### config.mk
export PLATFORM = sky130hd
export DESIGN_NAME = seg_pair_match
export DESIGN_NICKNAME = d
export VERILOG_FILES = /design/src/rtl/seg_pair_pkg.sv /design/src/rtl/seg_pair_cfg.sv /design/src/rtl/seg_pair_window.sv /design/src/rtl/seg_pair_match.sv
export SDC_FILE = /design/constraint.sdc
export NUM_CORES = 1
export LEC_CHECK = 0
export ABC_AREA = 1
export BUFFER_PORTS_ARGS = -buffer_cell sky130_fd_sc_hd__buf_4
export CORE_ASPECT_RATIO = 2
export CORE_MARGIN = 2
export CORE_UTILIZATION = 50
export DETAILED_ROUTE_END_ITERATION = 8
export PLACE_DENSITY_LB_ADDON = 0.15
export RECOVER_POWER = 50
export SETUP_SLACK_MARGIN = 0.1
export SLEW_MARGIN = 40
export SYNTH_ARGS = -nofsm -noshare
export SYNTH_HDL_FRONTEND = slang
export SYNTH_SLANG_ARGS = --single-unit
### constraint.sdc
create_clock -name clk -period 3.7 [get_ports clk]
set_input_delay 0.555 -clock clk [delete_from_list [all_inputs] [get_ports clk]]
set_output_delay 0.555 -clock clk [all_outputs]
set_load 0.005 [all_outputs]
### src/rtl/seg_pair_pkg.sv
package seg_pair_pkg;
  localparam int PHI_W_D    = 12;
  localparam int ETA_W_D    = 6;
  localparam int QUAL_W_D   = 4;
  localparam int STN_W_D    = 2;
  localparam int REG_BITS_D = 2;
  localparam int N_THR_D    = 4;

  // Offsets of the eta registers after the phi limit table
  typedef enum logic [1:0] {
    MISC_ETA_MIN = 2'd0,
    MISC_ETA_MAX = 2'd1,
    MISC_ETA_TOL = 2'd2
  } misc_sel_e;
endpackage

### src/rtl/seg_pair_cfg.sv
module seg_pair_cfg
  import seg_pair_pkg::*;
#(
  parameter int PHI_W = 12,
  parameter int ETA_W = 6,
  parameter int N_LIM = 16,
  parameter int AW    = 5
) (
  input  logic                   clk,
  input  logic                   rst,
  input  logic                   cfg_we,
  input  logic [AW-1:0]          cfg_addr,
  input  logic [PHI_W-1:0]       cfg_wdata,
  output logic [N_LIM*PHI_W-1:0] lim_flat,
  output logic [ETA_W-1:0]       eta_min,
  output logic [ETA_W-1:0]       eta_max,
  output logic [ETA_W-1:0]       eta_tol
);
  localparam logic [AW-1:0] A_MIN = AW'(N_LIM + int'(MISC_ETA_MIN));
  localparam logic [AW-1:0] A_MAX = AW'(N_LIM + int'(MISC_ETA_MAX));
  localparam logic [AW-1:0] A_TOL = AW'(N_LIM + int'(MISC_ETA_TOL));

  for (genvar i = 0; i < N_LIM; i++) begin : g_lim
    always_ff @(posedge clk) begin
      if (rst) begin
        lim_flat[i*PHI_W +: PHI_W] <= '0;
      end else if (cfg_we && cfg_addr == AW'(i)) begin
        lim_flat[i*PHI_W +: PHI_W] <= cfg_wdata;
      end
    end
  end

  always_ff @(posedge clk) begin
    if (rst) begin
      eta_min <= '0;
      eta_max <= '1;
      eta_tol <= '1;
    end else if (cfg_we) begin
      if (cfg_addr == A_MIN) eta_min <= cfg_wdata[ETA_W-1:0];
      if (cfg_addr == A_MAX) eta_max <= cfg_wdata[ETA_W-1:0];
      if (cfg_addr == A_TOL) eta_tol <= cfg_wdata[ETA_W-1:0];
    end
  end
endmodule

### src/rtl/seg_pair_window.sv
module seg_pair_window #(
  parameter int PHI_W = 12,
  parameter int N_THR = 4,
  parameter int THR_W = 2
) (
  input  logic [PHI_W-1:0]       phi_a,
  input  logic [PHI_W-1:0]       phi_b,
  input  logic [N_THR*PHI_W-1:0] lim_row,
  output logic                   dphi_neg,
  output logic                   any_pass,
  output logic [THR_W-1:0]       best_thr
);
  logic [PHI_W-1:0] dphi;
  logic [PHI_W-1:0] mag;
  logic [N_THR-1:0] pass;

  assign dphi     = phi_b - phi_a;
  assign dphi_neg = dphi[PHI_W-1];
  assign mag      = dphi_neg ? (~dphi + 1'b1) : dphi;

  for (genvar t = 0; t < N_THR; t++) begin : g_thr
    assign pass[t] = (mag <= lim_row[t*PHI_W +: PHI_W]);
  end

  assign any_pass = |pass;

  always_comb begin
    best_thr = '0;
    for (int t = 0; t < N_THR; t++) begin
      if (pass[t]) best_thr = THR_W'(t);
    end
  end
endmodule

### src/rtl/seg_pair_match.sv
module seg_pair_match
  import seg_pair_pkg::*;
#(
  parameter int PHI_W    = PHI_W_D,
  parameter int ETA_W    = ETA_W_D,
  parameter int QUAL_W   = QUAL_W_D,
  parameter int STN_W    = STN_W_D,
  parameter int REG_BITS = REG_BITS_D,
  parameter int N_THR    = N_THR_D,
  localparam int N_REG   = 1 << REG_BITS,
  localparam int N_LIM   = N_REG * N_THR,
  localparam int THR_W   = (N_THR > 1) ? $clog2(N_THR) : 1,
  localparam int AW      = $clog2(N_LIM + 3),
  localparam int OQ_W    = THR_W + QUAL_W
) (
  input  logic              clk,
  input  logic              rst,
  input  logic              cfg_we,
  input  logic [AW-1:0]     cfg_addr,
  input  logic [PHI_W-1:0]  cfg_wdata,
  input  logic              a_vld,
  input  logic [STN_W-1:0]  a_stn,
  input  logic [PHI_W-1:0]  a_phi,
  input  logic [ETA_W-1:0]  a_eta,
  input  logic              a_bend,
  input  logic [QUAL_W-1:0] a_qual,
  input  logic              a_straight,
  input  logic              b_vld,
  input  logic [STN_W-1:0]  b_stn,
  input  logic [PHI_W-1:0]  b_phi,
  input  logic [ETA_W-1:0]  b_eta,
  input  logic              b_bend,
  input  logic [QUAL_W-1:0] b_qual,
  input  logic              b_straight,
  output logic              match_vld,
  output logic [THR_W-1:0]  match_thr,
  output logic [OQ_W-1:0]   match_qual
);
  localparam logic [STN_W-1:0] STN_FIRST = '0;
  localparam logic [STN_W-1:0] STN_LAST  = '1;

  logic [N_LIM*PHI_W-1:0] lim_flat;
  logic [ETA_W-1:0]       eta_min, eta_max, eta_tol;
  logic [REG_BITS-1:0]    region;
  logic [N_THR*PHI_W-1:0] lim_row;
  logic                   dphi_neg, any_pass;
  logic [THR_W-1:0]       best_thr;
  logic                   eta_in_rng, eta_aligned, bend_ok, stn_ok, not_both_straight;
  logic [ETA_W-1:0]       deta;
  logic [QUAL_W-1:0]      qmin;
  logic                   accept;

  seg_pair_cfg #(
    .PHI_W(PHI_W), .ETA_W(ETA_W), .N_LIM(N_LIM), .AW(AW)
  ) u_cfg (
    .clk(clk), .rst(rst), .cfg_we(cfg_we), .cfg_addr(cfg_addr),
    .cfg_wdata(cfg_wdata), .lim_flat(lim_flat),
    .eta_min(eta_min), .eta_max(eta_max), .eta_tol(eta_tol)
  );

  assign region  = a_eta[ETA_W-1 -: REG_BITS];
  assign lim_row = lim_flat[region*N_THR*PHI_W +: N_THR*PHI_W];

  seg_pair_window #(
    .PHI_W(PHI_W), .N_THR(N_THR), .THR_W(THR_W)
  ) u_win (
    .phi_a(a_phi), .phi_b(b_phi), .lim_row(lim_row),
    .dphi_neg(dphi_neg), .any_pass(any_pass), .best_thr(best_thr)
  );

  always_comb begin
    eta_in_rng = (a_eta >= eta_min) && (a_eta <= eta_max) &&
                 (b_eta >= eta_min) && (b_eta <= eta_max);
    deta        = (a_eta >= b_eta) ? (a_eta - b_eta) : (b_eta - a_eta);
    eta_aligned = (deta <= eta_tol);
    bend_ok     = (a_bend == dphi_neg) && (b_bend == dphi_neg);
    stn_ok      = (a_stn != b_stn) &&
                  !((a_stn == STN_FIRST) && (b_stn == STN_LAST)) &&
                  !((a_stn == STN_LAST) && (b_stn == STN_FIRST));
    not_both_straight = !(a_straight && b_straight);
    qmin   = (a_qual < b_qual) ? a_qual : b_qual;
    accept = a_vld && b_vld && eta_in_rng && eta_aligned && bend_ok &&
             stn_ok && not_both_straight && any_pass;
  end

  always_ff @(posedge clk) begin
    if (rst) begin
      match_vld  <= 1'b0;
      match_thr  <= '0;
      match_qual <= '0;
    end else begin
      match_vld  <= accept;
      match_thr  <= accept ? best_thr : '0;
      match_qual <= accept ? {best_thr, qmin} : '0;
    end
  end
endmodule

Yosys cells after proc, flatten, opt, wreduce, memory -nomap -nowiden:

Cells that the tools add are included.

* bits in registers: 219
* bits of input ports: 74
* output and inout port bits: 9

* add/sub/neg operators: 4
* multiply operators: 1
* magnitude comparators: 11
* equal/unequal tests: 23
* shift-type cells: 1
* mux-type cells: 6
* bitwise operators: 2
* reductions and logical operators: 43

Operator list (number)
* $shiftx A192 B9 Y48: 1
* $le A12 B12 Y1: 4
* $eq A5 B4 Y1 const B: 8
* $logic_and A1 B1 Y1: 32
* $eq A5 B3 Y1 const B: 4
* $ge A6 B6 Y1: 3
* $le A6 B6 Y1: 3
* $eq A5 B5 Y1 const B: 3
* $add A12 B1 Y12 const B: 1
* $mux W12: 1
* $not A12 Y12: 1
* $sub A12 B12 Y12: 1
* $sub A6 B6 Y6: 2
* $eq A5 B2 Y1 const B: 2
* $mux W6: 1
* $reduce_and A2 Y1: 3
* $eq A5 B1 Y1 const B: 1
* $logic_not A5 Y1: 1
* $eq A2 B2 Y1 const B: 2
* $logic_not A2 Y1: 2
* $lt A4 B4 Y1: 1
* $mul A2 B2 Y4 const B: 1
* $mux W2: 2
* $mux W4: 1
* 7 further kinds: 10

Logic depth before layout (Yosys ltp):

Gate-level depths: netlist of the first run.

* word-level depth: 12
* gate-level depth with buffers: 28
* gate-level depth less buffers: 28

Hierarchy:

From an unflattened synthesis of the first run, not the netlist that was laid out.

* cells, all modules: 2451
* area total of the unflattened synthesis: 14719.1 sq um

Modules (own cells, without submodules)
* seg_pair_cfg: times used 1, cells each 1510, area an instance 9386.5 sq um, seq. area each 4204.0 sq um
* seg_pair_match: times used 1, cells each 553, area an instance 3046.7 sq um, seq. area each 140.1 sq um
* seg_pair_window: times used 1, cells each 388, area an instance 2285.9 sq um, seq. area each 0.0 sq um

Worst setup path after synthesis of the first run:

Ideal clock, no wire load.

* kind: input-to-reg
* start: input a_eta[4]
* end: register match_qual[0]
* library setup time: 79 ps
* arrival: 3422 ps
* data required time: 3621 ps
* setup slack: 199 ps
* cell stages on the path: 24
* path buffers: 3
* cell sequence: buf_2 -> inv_2 -> clkbuf_1 -> ha_1 -> clkbuf_1 -> nand2_1 -> inv_1 -> a221oi_2 -> nand3_1 -> inv_1 -> nand2_1 -> nand2_1 -> inv_1 -> ha_1 -> nand2_1 -> nor2_1 -> nand3_1 -> nand2_1 -> nand2_1 -> inv_1 -> nand2_1 -> nor2_1 -> nand4_2 -> nor3_1

* cells in the longest elaborated chain, start to end: 12
* elaborated cells between the ends (all ways): 25
* classes of those cells: add/sub (2); mul (1); order compare (8); shift (1); mux (1); bitwise (1); reduce/logical (11)

Ends and longest elaborated chain
* start, declared: RTL line seg_pair_match.sv:24 `input logic [ETA_W-1:0] a_eta,`
* branches (longest 9 deep; another with $le A12 B12 Y1)
* $logic_and A1 B1 Y1 (*): RTL line seg_pair_match.sv:83 `stn_ok && not_both_straight && any_pass;`
* $not A1 Y1 (no line) (*)
* $reduce_or A2 Y1 (no line) (*)
* end signal, assigned: RTL line seg_pair_match.sv:94 `match_qual <= accept ? {best_thr, qmin} : '0;`
* end, declared: RTL line seg_pair_match.sv:37 `output logic [OQ_W-1:0] match_qual`

Mark *: on every way between the ends.
A chain may end at the register's enable or synchronous reset.

==> results of run 1 <==
[per-stage QoR]
step,cells,worst slack [ns]
floorplan,1887,0.1990
global route,2299,0.08174
global placement,2267,-0.1868
CTS,2299,0.2052
detailed placement,2267,-0.2952
finish,2300,0.3490
[kinds of logic after synthesis]
| group | count (synthesis) | share of synthesized area (%) |
|---|---|---|
| buffers and inverters | 309 | 9.622 |
| AO/OA/AOI/OAI | 449 | 18.78 |
| AND/OR/NAND/NOR | 784 | 24.82 |
| flip-flops | 217 | 34.26 |
| XOR/XNOR | 21 | 1.776 |
| adder cells (fa/ha/maj) | 107 | 10.74 |
[worst max-delay path, cell delays in order]
cell	delay, ns
sky130_fd_sc_hd__clkbuf_1	1.83
sky130_fd_sc_hd__clkinv_2	0.22
sky130_fd_sc_hd__buf_4	0.52
sky130_fd_sc_hd__o21ai_0	0.31
sky130_fd_sc_hd__a21oi_1	0.06
[metal layers]
layer	up-vias	part of all wire (%)	GRT usage (%)
met4	0	7.1	17.76
met5	-	0	0
li1	6212	-	-
met3	109	4.3	3.678
met1	5766	38	31.86
met2	321	50	50.98
[area by class of cell]
class	instances	share of cell area, %
sequential	217	29.96
multi-input combinational	1361	49.68
antenna	1	0.01726
clock buffer	27	3.625
inverter	193	5.006
tap	336	2.900
clock inverter	5	0.3711
timing repair buffer	160	8.440
[state kept, by name, summed over array words and instances, names as in the netlist]
name,count
u_cfg.eta_tol,6
u_cfg.eta_min,6
match_vld,1
match_qual,4
match_thr,2
u_cfg.eta_max,6
u_cfg.lim_flat,192
[synthesized netlist by cell type, types with 2 or more instances]
cell,count,share of area (%)
sky130_fd_sc_hd__nand4_1,11,0.54
sky130_fd_sc_hd__a221oi_1,2,0.14
sky130_fd_sc_hd__nand2_2,5,0.25
sky130_fd_sc_hd__buf_2,30,1.2
sky130_fd_sc_hd__a31oi_1,3,0.15
sky130_fd_sc_hd__o21ai_0,253,10
sky130_fd_sc_hd__dfxtp_1,217,34
sky130_fd_sc_hd__inv_2,7,0.21
sky130_fd_sc_hd__o21bai_1,2,0.12
sky130_fd_sc_hd__xor2_1,13,0.90
sky130_fd_sc_hd__nand2_1,299,8.9
sky130_fd_sc_hd__buf_1,7,0.21
sky130_fd_sc_hd__nor2_1,372,11
sky130_fd_sc_hd__clkbuf_1,75,2.2
sky130_fd_sc_hd__xnor2_1,4,0.28
sky130_fd_sc_hd__ha_1,104,10
sky130_fd_sc_hd__o22ai_1,4,0.20
sky130_fd_sc_hd__a32o_1,11,0.87
sky130_fd_sc_hd__nor2_2,5,0.25
sky130_fd_sc_hd__nand3_1,76,3.0
sky130_fd_sc_hd__nor3_1,9,0.36
sky130_fd_sc_hd__and2_1,2,0.099
sky130_fd_sc_hd__a21o_1,8,0.47
sky130_fd_sc_hd__a21oi_2,2,0.14
sky130_fd_sc_hd__xnor2_2,2,0.26
sky130_fd_sc_hd__buf_4,3,0.18
sky130_fd_sc_hd__fa_1,3,0.47
sky130_fd_sc_hd__a21oi_1,158,6.2
sky130_fd_sc_hd__inv_1,185,5.5
[final timing paths]
| path | start | end | slack (ns) | cells after the start |
|---|---|---|---|---|
| max reg2reg | u_cfg.lim_flat[20] | match_qual[3] | 1.39 | 15 |
| max | rst | u_cfg.lim_flat[46] | 0.35 | 5 |
| min | a_qual[3] | match_qual[3] | 0.34 | 3 |
| min reg2reg | u_cfg.lim_flat[35] | u_cfg.lim_flat[35] | 0.45 | 2 |
[report_power, final]
| group | leakage (nW) | internal [mW] | switching [mW] | total (mW) |
|---|---|---|---|---|
| registers | 1.75 | 2.36 | 0.0113 | 2.37 |
| clock network | 0.286 | 1.06 | 0.896 | 1.96 |
| logic | 4.68 | 0.615 | 0.938 | 1.55 |
==> reports/summary.md, run 1 <==
The clock skew was 0.01585 ns. Synthesis produced 1,887 cells. For this run, asynchronously set or reset flops after synthesis account for 0%. The number of global-route vias before repair is 11,670. The instance area at placement is 13,860 um2, and the arrival time at the worst endpoint is 3.72 ns. The number of clock buffers added by TritonCTS is 19.

The top cell types in the final layout, fill and taps aside, are sky130_fd_sc_hd__nor2_1 (366), sky130_fd_sc_hd__nand2_1 (293), sky130_fd_sc_hd__o21ai_0 (253). The width of the die is 116.6 um, and the number of setup violations in the final report is 0. Row generation in the floorplan step produced 82 rows. For this run, the detailed router's first-pass iteration total came to 5. The count of max-cap constraint violations was 1. In this run the clock root is driven by a sky130_fd_sc_hd__clkbuf_16. The via density per instance is 5.395. The total global routing overflow is 0. The type of the worst min-delay path was in -> reg. Clock-pin slew was measured on the worst setup and hold paths at 0.06 ns. VDD sags by at most 264.4 uV. The leakage power summed over all cells was 6.716 nW; the number of clock sinks was 217.

Commonest non-fill, non-tap cell in the layout: sky130_fd_sc_hd__nor2_1. In this run, synthesis inferred 0 flip-flops with an integrated enable. Headroom to the max-slew limit came out at -75.20%. Counting the fill cells in the layout gives 2,497. The half-perimeter wire length of the detailed placement result was 26,940 um.

The setup path with the least slack is of type in -> reg. For the maximum clock frequency, the log shows 0.2984 GHz. The run gives 7202 um2 as the area of the multi-input gates. Synthesis inferred 217 register bits. The maximum fanout count along the critical path is 160. The worst-case hold slack is 0.3445 ns, and the average instance area after synthesis is 6.719 um2.

Power comes to 5.885 mW. The logs give 0 for the initial antenna violation count and 28.85% for the all-layer global routing usage. From synthesis to final layout, the design area changed by 14.35%. During synthesis, Yosys emitted a total of 0 warnings. The quantity of I/O buffers inserted on ports was 82; the number of antenna-violating nets in the routed design was 0. The synthesized area is 12,680 um2, and the DRC violation count after routing is 0. The tools report the routability congestion estimate as 0.9038.

STA classifies the critical path startpoint as an input port. Of the synthesized area, sequential elements account for 34.26%. Vertical die dimension: 229.2 um. The logs give 1 for the level count of the clock H-tree and 12,410 for the detailed-route via count.

The shortest clock period the worst path allows after layout came out at 3.351 ns. The first global-routing pass estimated 60,470 um of wire. The number of hold buffers added after CTS was 0. At the end of the flow, the number of nets in the layout was 2,133. Measured on the finished design, the core utilization comes to 57.91%.

Entering global routing, the biggest net connects 161 pins. The region available for standard cell placement spans 25,030 um2. Wire length after detailed routing: 38,840 um.

The tools report the nature of the critical path endpoint as a flop. Dividing total power by cell area gives a power density of 405.9 nW/um2. For this block, the initial DRC count from the detailed router was 895. Setup repair after global routing left no endpoint under its margin. Cells with a size suffix above 1 make up 11.97% of the layout. Synthesis produced a netlist with a net count of 2,068.

For the register area, the log shows 4344 um2. The final critical-path share of the clock period is 90.57%, and the slew at the pin closest to its max-slew limit is 2.628 ns. For the final max-slew violation count, the log shows 93. The tools report the total count of hold-check failures in the final report as 0. The checks that failed: capacitance limit, slew limit. The final design instance area without fill is 14,500 um2. The most used flip-flop cell after synthesis is sky130_fd_sc_hd__dfxtp_1.

For the worst setup path, the data required time is 4.06 ns. Buffers added to address setup during post-CTS repair amount to 0. The tools report the post-route setup TNS as 0 ns. The tools report the number of placed I/O pins as 83. The starting density of the core was 50.64%; the die area was 26,720 um2.

Dividing the detail-routed wire length by the instance count gives 16.89 um. The flow ran to the end, but the final reports show violations. TritonCTS built the clock tree.

The number of different library cells used by synthesis comes to 44. At the later pin of the worst-skew pair, clock insertion delay measures 0.51 ns. No sink is reached through more buffers than the 3 on the longest clock path. The post-cts repair resize count was 0.
(Power assumes the default switching activity.)
==> inputs of run 2 (changes only) <==
- RECOVER_POWER: 50 -> 25
- SYNTH_HIERARCHICAL: not set -> 1
==> run 2 against run 1 <==
Effect of this change:
- the flow finishes with violations (capacitance limit, slew limit, setup timing)
- worst setup slack lost 0.35 ns
- sequential power is essentially flat
- first-iteration DRC count shrank 7.5%
- total power grew 8.8%
- critical path depth grew 27
- worst hold slack lost 0.076 ns
- register-to-register slack lost 0.51 ns
- cell count grew 26%
- sequential share of layout area shrank 4.5 points
- critical endpoint is now match_thr[1]
==> reports/summary.md, run 2 <==
The final reports fail on capacitance limit, slew limit, setup timing. The tree is rooted in a sky130_fd_sc_hd__clkbuf_16. The tools report the all-layer global routing usage as 27.22%. IR analysis of the VDD net gives a maximum drop of 348.4 uV. The floorplan step set the die height to 246.6 um. The core region is 28,960 um2. The wire length of the first global-routing pass was 68,960 um; the wire length after detailed routing was 42,610 um. The synthesized flop and latch total is 217.

The critical path's most frequent cell is sky130_fd_sc_hd__nand2_1. From synthesis to final layout, the design area changed by 15.68%. The delay of the slowest critical-path stage is 0.57 ns, and the count of max-cap constraint violations is 1. Cells with a size suffix above 1 make up 11.31% of the layout.

Data arrives at the worst endpoint at 4.17 ns. The wire-length estimate of the detail-placed layout is 30,370 um. Leaving out fill and tap cells, the most frequent cell in the layout is sky130_fd_sc_hd__nand2_1.

The tools report the clock latency reported for the late side of the worst-skew pair as 0.52 ns. For the worst setup path, the data required time is 4.17 ns. After detailed routing, the average wire length per cell comes to 14.66 um. The logs give 29.51% for the post-synthesis sequential area ratio and 41 for the distinct cell type count after synthesis.

Leakage power summed over all cells: 8.763 nW. Between clock sinks in the finished design, the worst skew comes to 0.01599 ns. The worst-case hold slack is 0.2681 ns, and the level count of the clock H-tree is 1. Cells fill 58.80% of the core in the end. The critical setup path kind was in -> reg. After detailed routing, the number of remaining DRC violations is 0. No sink is reached through more buffers than the 3 on the longest clock path. The hold-fix buffer count after cts came out at 0.

After the flow finishes, the layout carries non-filler instances totaling 2,906. In the routed layout, each cell is associated on average with a via count of 5.025. The top cell types in the final layout, fill and taps aside, are sky130_fd_sc_hd__nand2_1 (554), sky130_fd_sc_hd__inv_1 (509), sky130_fd_sc_hd__nor2_1 (400). The worst setup path is launched from an input port. The tools report the number of instances in the synthesized netlist as 2,451. The worst pin sits at a relative slew slack of -91.80%.

Once the floorplan was initialized, standard cells occupied 50.83% of the core. Counting flops per register, the top entry is u_cfg/lim_flat. For the count of antenna diodes in the layout, the log shows 0. The run finished, with violations left. The number of global-route vias before repair was 14,040. The tools report the number of buffers created by CTS as 21. The tools report the total count of hold-check failures in the final report as 0. The count of flip-flops with a built-in enable after synthesis works out to 0.

After floorplanning, the core was divided into 88 placement rows. The finished cells cover 17,030 um2. The slew at the pin closest to its max-slew limit came out at 2.877 ns. The top cell type's share of synthesized area came out at 29.51%. Static timing analysis puts the maximum clock frequency at 0.2699 GHz.

The final max-slew violation count came out at 52. Clock-pin slew was measured on the worst setup and hold paths at 0.07 ns. TritonCTS built the clock tree.

In this run the cell area of the synthesized design comes to 14,720 um2. For the initial antenna violation count, the log shows 0. The type of the worst min-delay path is in -> reg. Count of nets after finishing: 2,714. Ranked by total cell area, the synthesized netlist is headed by sky130_fd_sc_hd__dfxtp_1 (30%), sky130_fd_sc_hd__nand2_1 (14%), sky130_fd_sc_hd__inv_1 (13%), sky130_fd_sc_hd__nor2_1 (10%), sky130_fd_sc_hd__ha_1 (8.8%). The run gives 92 as the pin count of the biggest net entering global routing. The die area was 30,910 um2; the quantity of I/O buffers inserted on ports was 82.

The final critical-path share of the clock period was 100.1%. The areal power density over the cells works out to 376.1 nW/um2. The tools report the detailed-route via count as 14,600. The commonest cells after synthesis are sky130_fd_sc_hd__nand2_1 (564), sky130_fd_sc_hd__inv_1 (516), sky130_fd_sc_hd__nor2_1 (405). After the first detailed-routing iteration, the DRC count stood at 828.

The number of placed I/O pins came out at 83. The worst setup slack after layout is -0.005326 ns. Setup violations remaining at the end of the flow were counted as 2. Synthesis produced a netlist with a net count of 2,632.

The shortest clock period the worst path allows after layout works out to 3.705 ns. From left edge to right edge, the die measures 125.3 um. Leading cell type by number of instances after synthesis: sky130_fd_sc_hd__nand2_1. In this run the worst path has a maximum fanout of 7. The nature of the critical path endpoint is a flop.

The average instance area after synthesis is 6.005 um2. In this run the remaining antenna-violating nets after routing total 0. The first detailed-routing pass took 7 iterations. Setup repair after global routing could not meet its margin everywhere.

Number of clock sinks: 217. The synthesized design spends more area on one cell type than any other, namely sky130_fd_sc_hd__dfxtp_1. The number of placed instances, taps included, is 2,861. Counting flops with an async set or reset pin after synthesis yields a share of 0%. For the routability congestion estimate, the log shows 0.9050. Among all flip-flop cells after synthesis, the most frequent one is sky130_fd_sc_hd__dfxtp_1.

The total global routing overflow was 0; the flip-flop count of the largest register after layout was 192. During synthesis, Yosys emitted a total of 6 warnings. OpenSTA, run right after detailed placement, puts the worst setup slack at -0.6322 ns. The tools report the instance area at placement as 16,110 um2.

Cell with the largest stage delay on the worst path: sky130_fd_sc_hd__fa_2.
run 2: changes by cell type after synthesis, moves of 15 or more:
cell | previous run | this run
sky130_fd_sc_hd__inv_1 | 185 | 516
sky130_fd_sc_hd__nand2_1 | 299 | 564
sky130_fd_sc_hd__nand3_1 | 76 | 225
sky130_fd_sc_hd__o21ai_0 | 253 | 110
sky130_fd_sc_hd__a21oi_1 | 158 | 38
sky130_fd_sc_hd__o22ai_1 | 4 | 48
sky130_fd_sc_hd__nor2_1 | 372 | 405
sky130_fd_sc_hd__clkbuf_1 | 75 | 48
sky130_fd_sc_hd__buf_1 | 7 | 22
sky130_fd_sc_hd__o21ai_1 | 1 | 16
run 2: report_power, final:
group	switching, mW	internal [mW]	total, mW
Combinational	1.04	0.698	1.74
Sequential	0.0144	2.37	2.38
Clock	0.959	1.33	2.29
run 2: critical path: cells and delay by family:
kind | cells | cell delay, ns
adders and majority gates | 3 | 0.97
buffers and inverters | 5 | 0.42
AOI/OAI and AO/OA | 2 | 0.22
and+or+nand+nor | 22 | 2.00
run 2: final cells by class:
type / instances / area, um2
Sequential cell: 217 / 4344
Timing Repair Buffer: 186 / 1493
Clock inverter: 9 / 125.1
Tap cell: 360 / 450.4
Inverter: 519 / 1962
Fill cell: 2864 / 11930
Clock buffer: 27 / 588.1
Multi-Input combinational cell: 1588 / 8065
run 2: through the flow:
stage | power (mW) | TNS, ns
floorplan | 3.486 | -0.8493
global placement | 4.017 | -3.921
detailed placement | 4.051 | -4.300
CTS | 6.362 | -0.4476
global route | 6.747 | -2.005
finish | 6.405 | -0.01017
run 2: final timing paths:
path	slack [ns]	end	startpoint	cells past startpoint
worst min-delay path	0.27	u_cfg/lim_flat[7]	cfg_wdata[7]	3
worst max-delay path	-0.005	match_thr[1]	b_phi[0]	32
worst min register to register	0.47	u_cfg/eta_tol[4]	u_cfg/eta_tol[4]	2
worst max register to register	0.88	match_thr[1]	u_cfg/lim_flat[111]	21
run 2: cell families (layout without fill, tap and decap cells):
kind of cell	after synthesis	after routing	synth area share (%)
and+or+nand+nor	1234	1234	34.26
buffers and inverters	646	741	17.26
AOI/OAI and AO/OA	238	238	9.053
DFF	217	217	29.51
adders and majority gates	107	107	9.249
xor gates and xnor gates	9	9	0.6631
run 2: timing repair:
item / 4_1_cts / 5_1_grt
pin swaps: 23 / 13
setup endpoints to repair: 7 / 7
buffers inserted: 6 / 3
cloned: 0 / 0
gates resized for setup: 6 / 40
run 2: metal layers:
layer | wire (um) | global-route usage, % | vias to the layer above
li1 | - | - | 7571
met1 | 16070 | 28.72 | 6574
met2 | 22920 | 53.56 | 357
met3 | 1802 | 2.584 | 100
met4 | 1819 | 12.22 | 0
met5 | 0 | 0 | -
==> inputs of run 3 (changes only) <==
==> constraint.sdc (replaced) <==
create_clock -name clk -period 3.7 [get_ports clk]
set_input_delay 1.11 -clock clk [delete_from_list [all_inputs] [get_ports clk]]
set_output_delay 1.11 -clock clk [all_outputs]
set_load 0.005 [all_outputs]
==> run 3 against run 2 <==
Effect of this change:
- the run ends with setup timing left
- sequential power about the same
- total power up 0.10%
- flip-flop and latch count unchanged
- clock skew down 0.0050 ns
- global-route usage up 1.0 points
- count of clock-buffer cells in the layout up 1
- cell count up 1.2%
- via count up 2.2%
- largest cell class unchanged
- largest power group unchanged
- highest routed layer unchanged
==> reports/summary.md, run 3 (synthesized netlist as in run 2, its figures left out) <==
For the instance area at placement, the log shows 16,350 um2. For the pin with the worst max-slew slack, the measured transition is 1.412 ns. For this run, the detailed router's first-pass iteration total came to 7. Final critical-path share of the clock period: 116.0%.

The buffers plus inverters on the worst setup path was 5. The register with the most flip-flops in the layout has 192 of them. The routed layout has 14,920 vias. The die area was 30,910 um2; the half-perimeter wire length of the detailed placement result was 31,900 um. Leaving out fill and tap cells, the most frequent cells in the layout are sky130_fd_sc_hd__nand2_1 (556), sky130_fd_sc_hd__inv_1 (512), sky130_fd_sc_hd__nor2_1 (399). At the worst endpoint, the arrival time is 4.74 ns. The tools report the cell at the root of the clock tree as sky130_fd_sc_hd__clkbuf_16. Number of inserted filler cells in the final layout: 2,871. The count of nets after finishing is 2,749, and the areal power density over the cells is 372.0 nW/um2.

83 I/O pins were placed. At the later pin of the worst-skew pair, clock insertion delay measures 0.52 ns. For this run, the slowest stage of the critical path takes 0.58 ns. The initial utilization of the core area, before any placement, comes to 50.83%. The checks that failed: setup timing.

The count of nets left with antenna violations once routing finished came out at 0. The tools report the number of global-route vias before repair as 14,480. More flip-flops sit in one register than any other, and that register is u_cfg/lim_flat. Largest vdd supply drop: 290.0 uV. Commonest non-fill, non-tap cell in the layout: sky130_fd_sc_hd__nand2_1.

The nature of the critical path endpoint was a flop. The type of the worst min-delay path was reg -> reg. For this block, the routed nets add up to 44,050 um of wire. Entering global routing, the biggest net connects 81 pins. TritonCTS created 21 clock buffers. The width of the die works out to 125.3 um. For this design the static power due to leakage is 8.936 nW. Using the TritonRoute via totals, the vias-per-cell ratio works out to 5.074. The floorplan step defined a core boundary enclosing 28,960 um2. After routing the design area is 17,240 um2.

The maximum number of buffers from clock root to sink is 3, and the maximum fanout count along the critical path is 7. The worst setup path is launched from an input port. For the all-layer global routing usage, the log shows 28.26%.

Setup repair after global routing could not meet its margin everywhere. The initial antenna violation count was 0; the number of cell rows was 88. The first global-routing pass estimated 71,210 um of wire. The design draws 6.411 mW. For this run the aggregate overflow at the end of global routing stands at 0. TritonCTS built the clock tree.

Routability-driven placement finished with a final weighted congestion of 0.8704. In this run the tool buffered the top-level ports with 82 buffer cells. On the critical path the largest part of the delay comes from simple AND/OR/NAND/NOR gates. The critical path's most frequent cell was sky130_fd_sc_hd__nand2_1. OpenSTA, run right after detailed placement, puts the worst setup slack at -1.240 ns.

For the level count of the clock H-tree, the log shows 1. The shortest clock period the worst path allows after layout works out to 4.290 ns. The area overhead of the layout relative to synthesis was 17.09%; the maximum clock frequency was 0.2331 GHz.

On the final layout, the worst clock skew is 0.01102 ns. The number of clock sinks is 217. The vertical die dimension came out at 246.6 um. Cell with the largest stage delay on the worst path: sky130_fd_sc_hd__fa_2. The hold-fix buffer count after cts was 0; the clock transition time at the flip-flop clock pins of the worst setup and hold paths was 0.07 ns. The detailed router finished its first iteration with 925 violations. The critical setup path kind was in -> reg. The logs give 7 for the number of setup violations in the final report and 0 for the count of max-cap constraint violations. For the count of antenna diodes in the layout, the log shows 0. In this run the tightest slew margin relative to its limit is 5.524%.

For the worst setup path, the data required time is 4.15 ns. After detailed routing, the number of remaining DRC violations is 0. The final max-slew violation count came out at 0. Adding up every negative setup slack in the final design gives -4.018 ns. The run finished, with violations left.

The detail-routed net length per standard cell works out to 14.98 um. The total count of hold-check failures in the final report came out at 0. The worst setup slack after layout is -0.5904 ns, and the fraction of layout cells with a size suffix above 1 is 12.20%.
run 3: cell count changes in the layout (fill, tap and decap cells not counted), moves of 3 or more:
cell | before | now
sky130_fd_sc_hd__nand2_2 | 17 | 13
sky130_fd_sc_hd__buf_4 | 153 | 195
sky130_fd_sc_hd__inv_1 | 509 | 512
sky130_fd_sc_hd__inv_2 | 7 | 4
sky130_fd_sc_hd__buf_6 | 4 | 1
run 3: worst paths after layout:
check,to,cells after the start,slack [ns],startpoint
min,u_cfg/eta_tol[2],2,0.47,u_cfg/eta_tol[2]
min reg2reg,u_cfg/eta_tol[2],2,0.47,u_cfg/eta_tol[2]
max,match_qual[3],35,-0.59,b_phi[0]
max reg2reg,match_qual[3],21,0.93,u_cfg/lim_flat[111]
run 3: power by group:
| part | total (mW) | switching, mW | internal [mW] |
|---|---|---|---|
| clock network | 2.23 | 0.967 | 1.27 |
| logic | 1.80 | 1.05 | 0.746 |
| registers | 2.38 | 0.0147 | 2.37 |
run 3: cell type report:
| class | instances | area (um2) | area share (%) |
|---|---|---|---|
| clock inverters | 8 | 96.34 | 0.5590 |
| clock buffers | 28 | 591.8 | 3.434 |
| multi-input cells | 1588 | 8054 | 46.73 |
| flip-flops and latches | 217 | 4344 | 25.21 |
| inverters | 519 | 1962 | 11.38 |
| repair buffers | 221 | 1737 | 10.08 |
| well taps | 360 | 450.4 | 2.613 |
run 3: per-stage QoR:
step	hold slack [ns]	cells	util, %
finish	0.4697	2941	59.52
CTS	0.4757	2939	59.27
global route	0.4943	2941	59.52
floorplan	0.4420	2451	-
detailed placement	0.4561	2895	56.48
global placement	0.4557	2895	56.48
run 3: timing repair:
action	in CTS	in global routing
setup buffers	8	2
endpoints found under the setup margin	7	7
gates resized for setup	13	20
pin swaps	14	3
run 3: metal layers:
metal,vias up,GRT usage [%],wire [um]
li1,7639,-,-
met1,6715,30.09,16000
met5,-,0,0
met4,0,15.69,2591
met3,142,2.562,2174
met2,428,53.92,23290
run 3: worst reg2reg max path, delay by kind of cell (launching register included):
| kind | cells | cell delay, ns |
|---|---|---|
| AO/OA/AOI/OAI | 6 | 0.89 |
| adder cells (fa/ha/maj) | 1 | 0.33 |
| buffers and inverters | 2 | 0.19 |
| flip-flops | 1 | 0.33 |
| AND/OR/NAND/NOR | 12 | 0.97 |
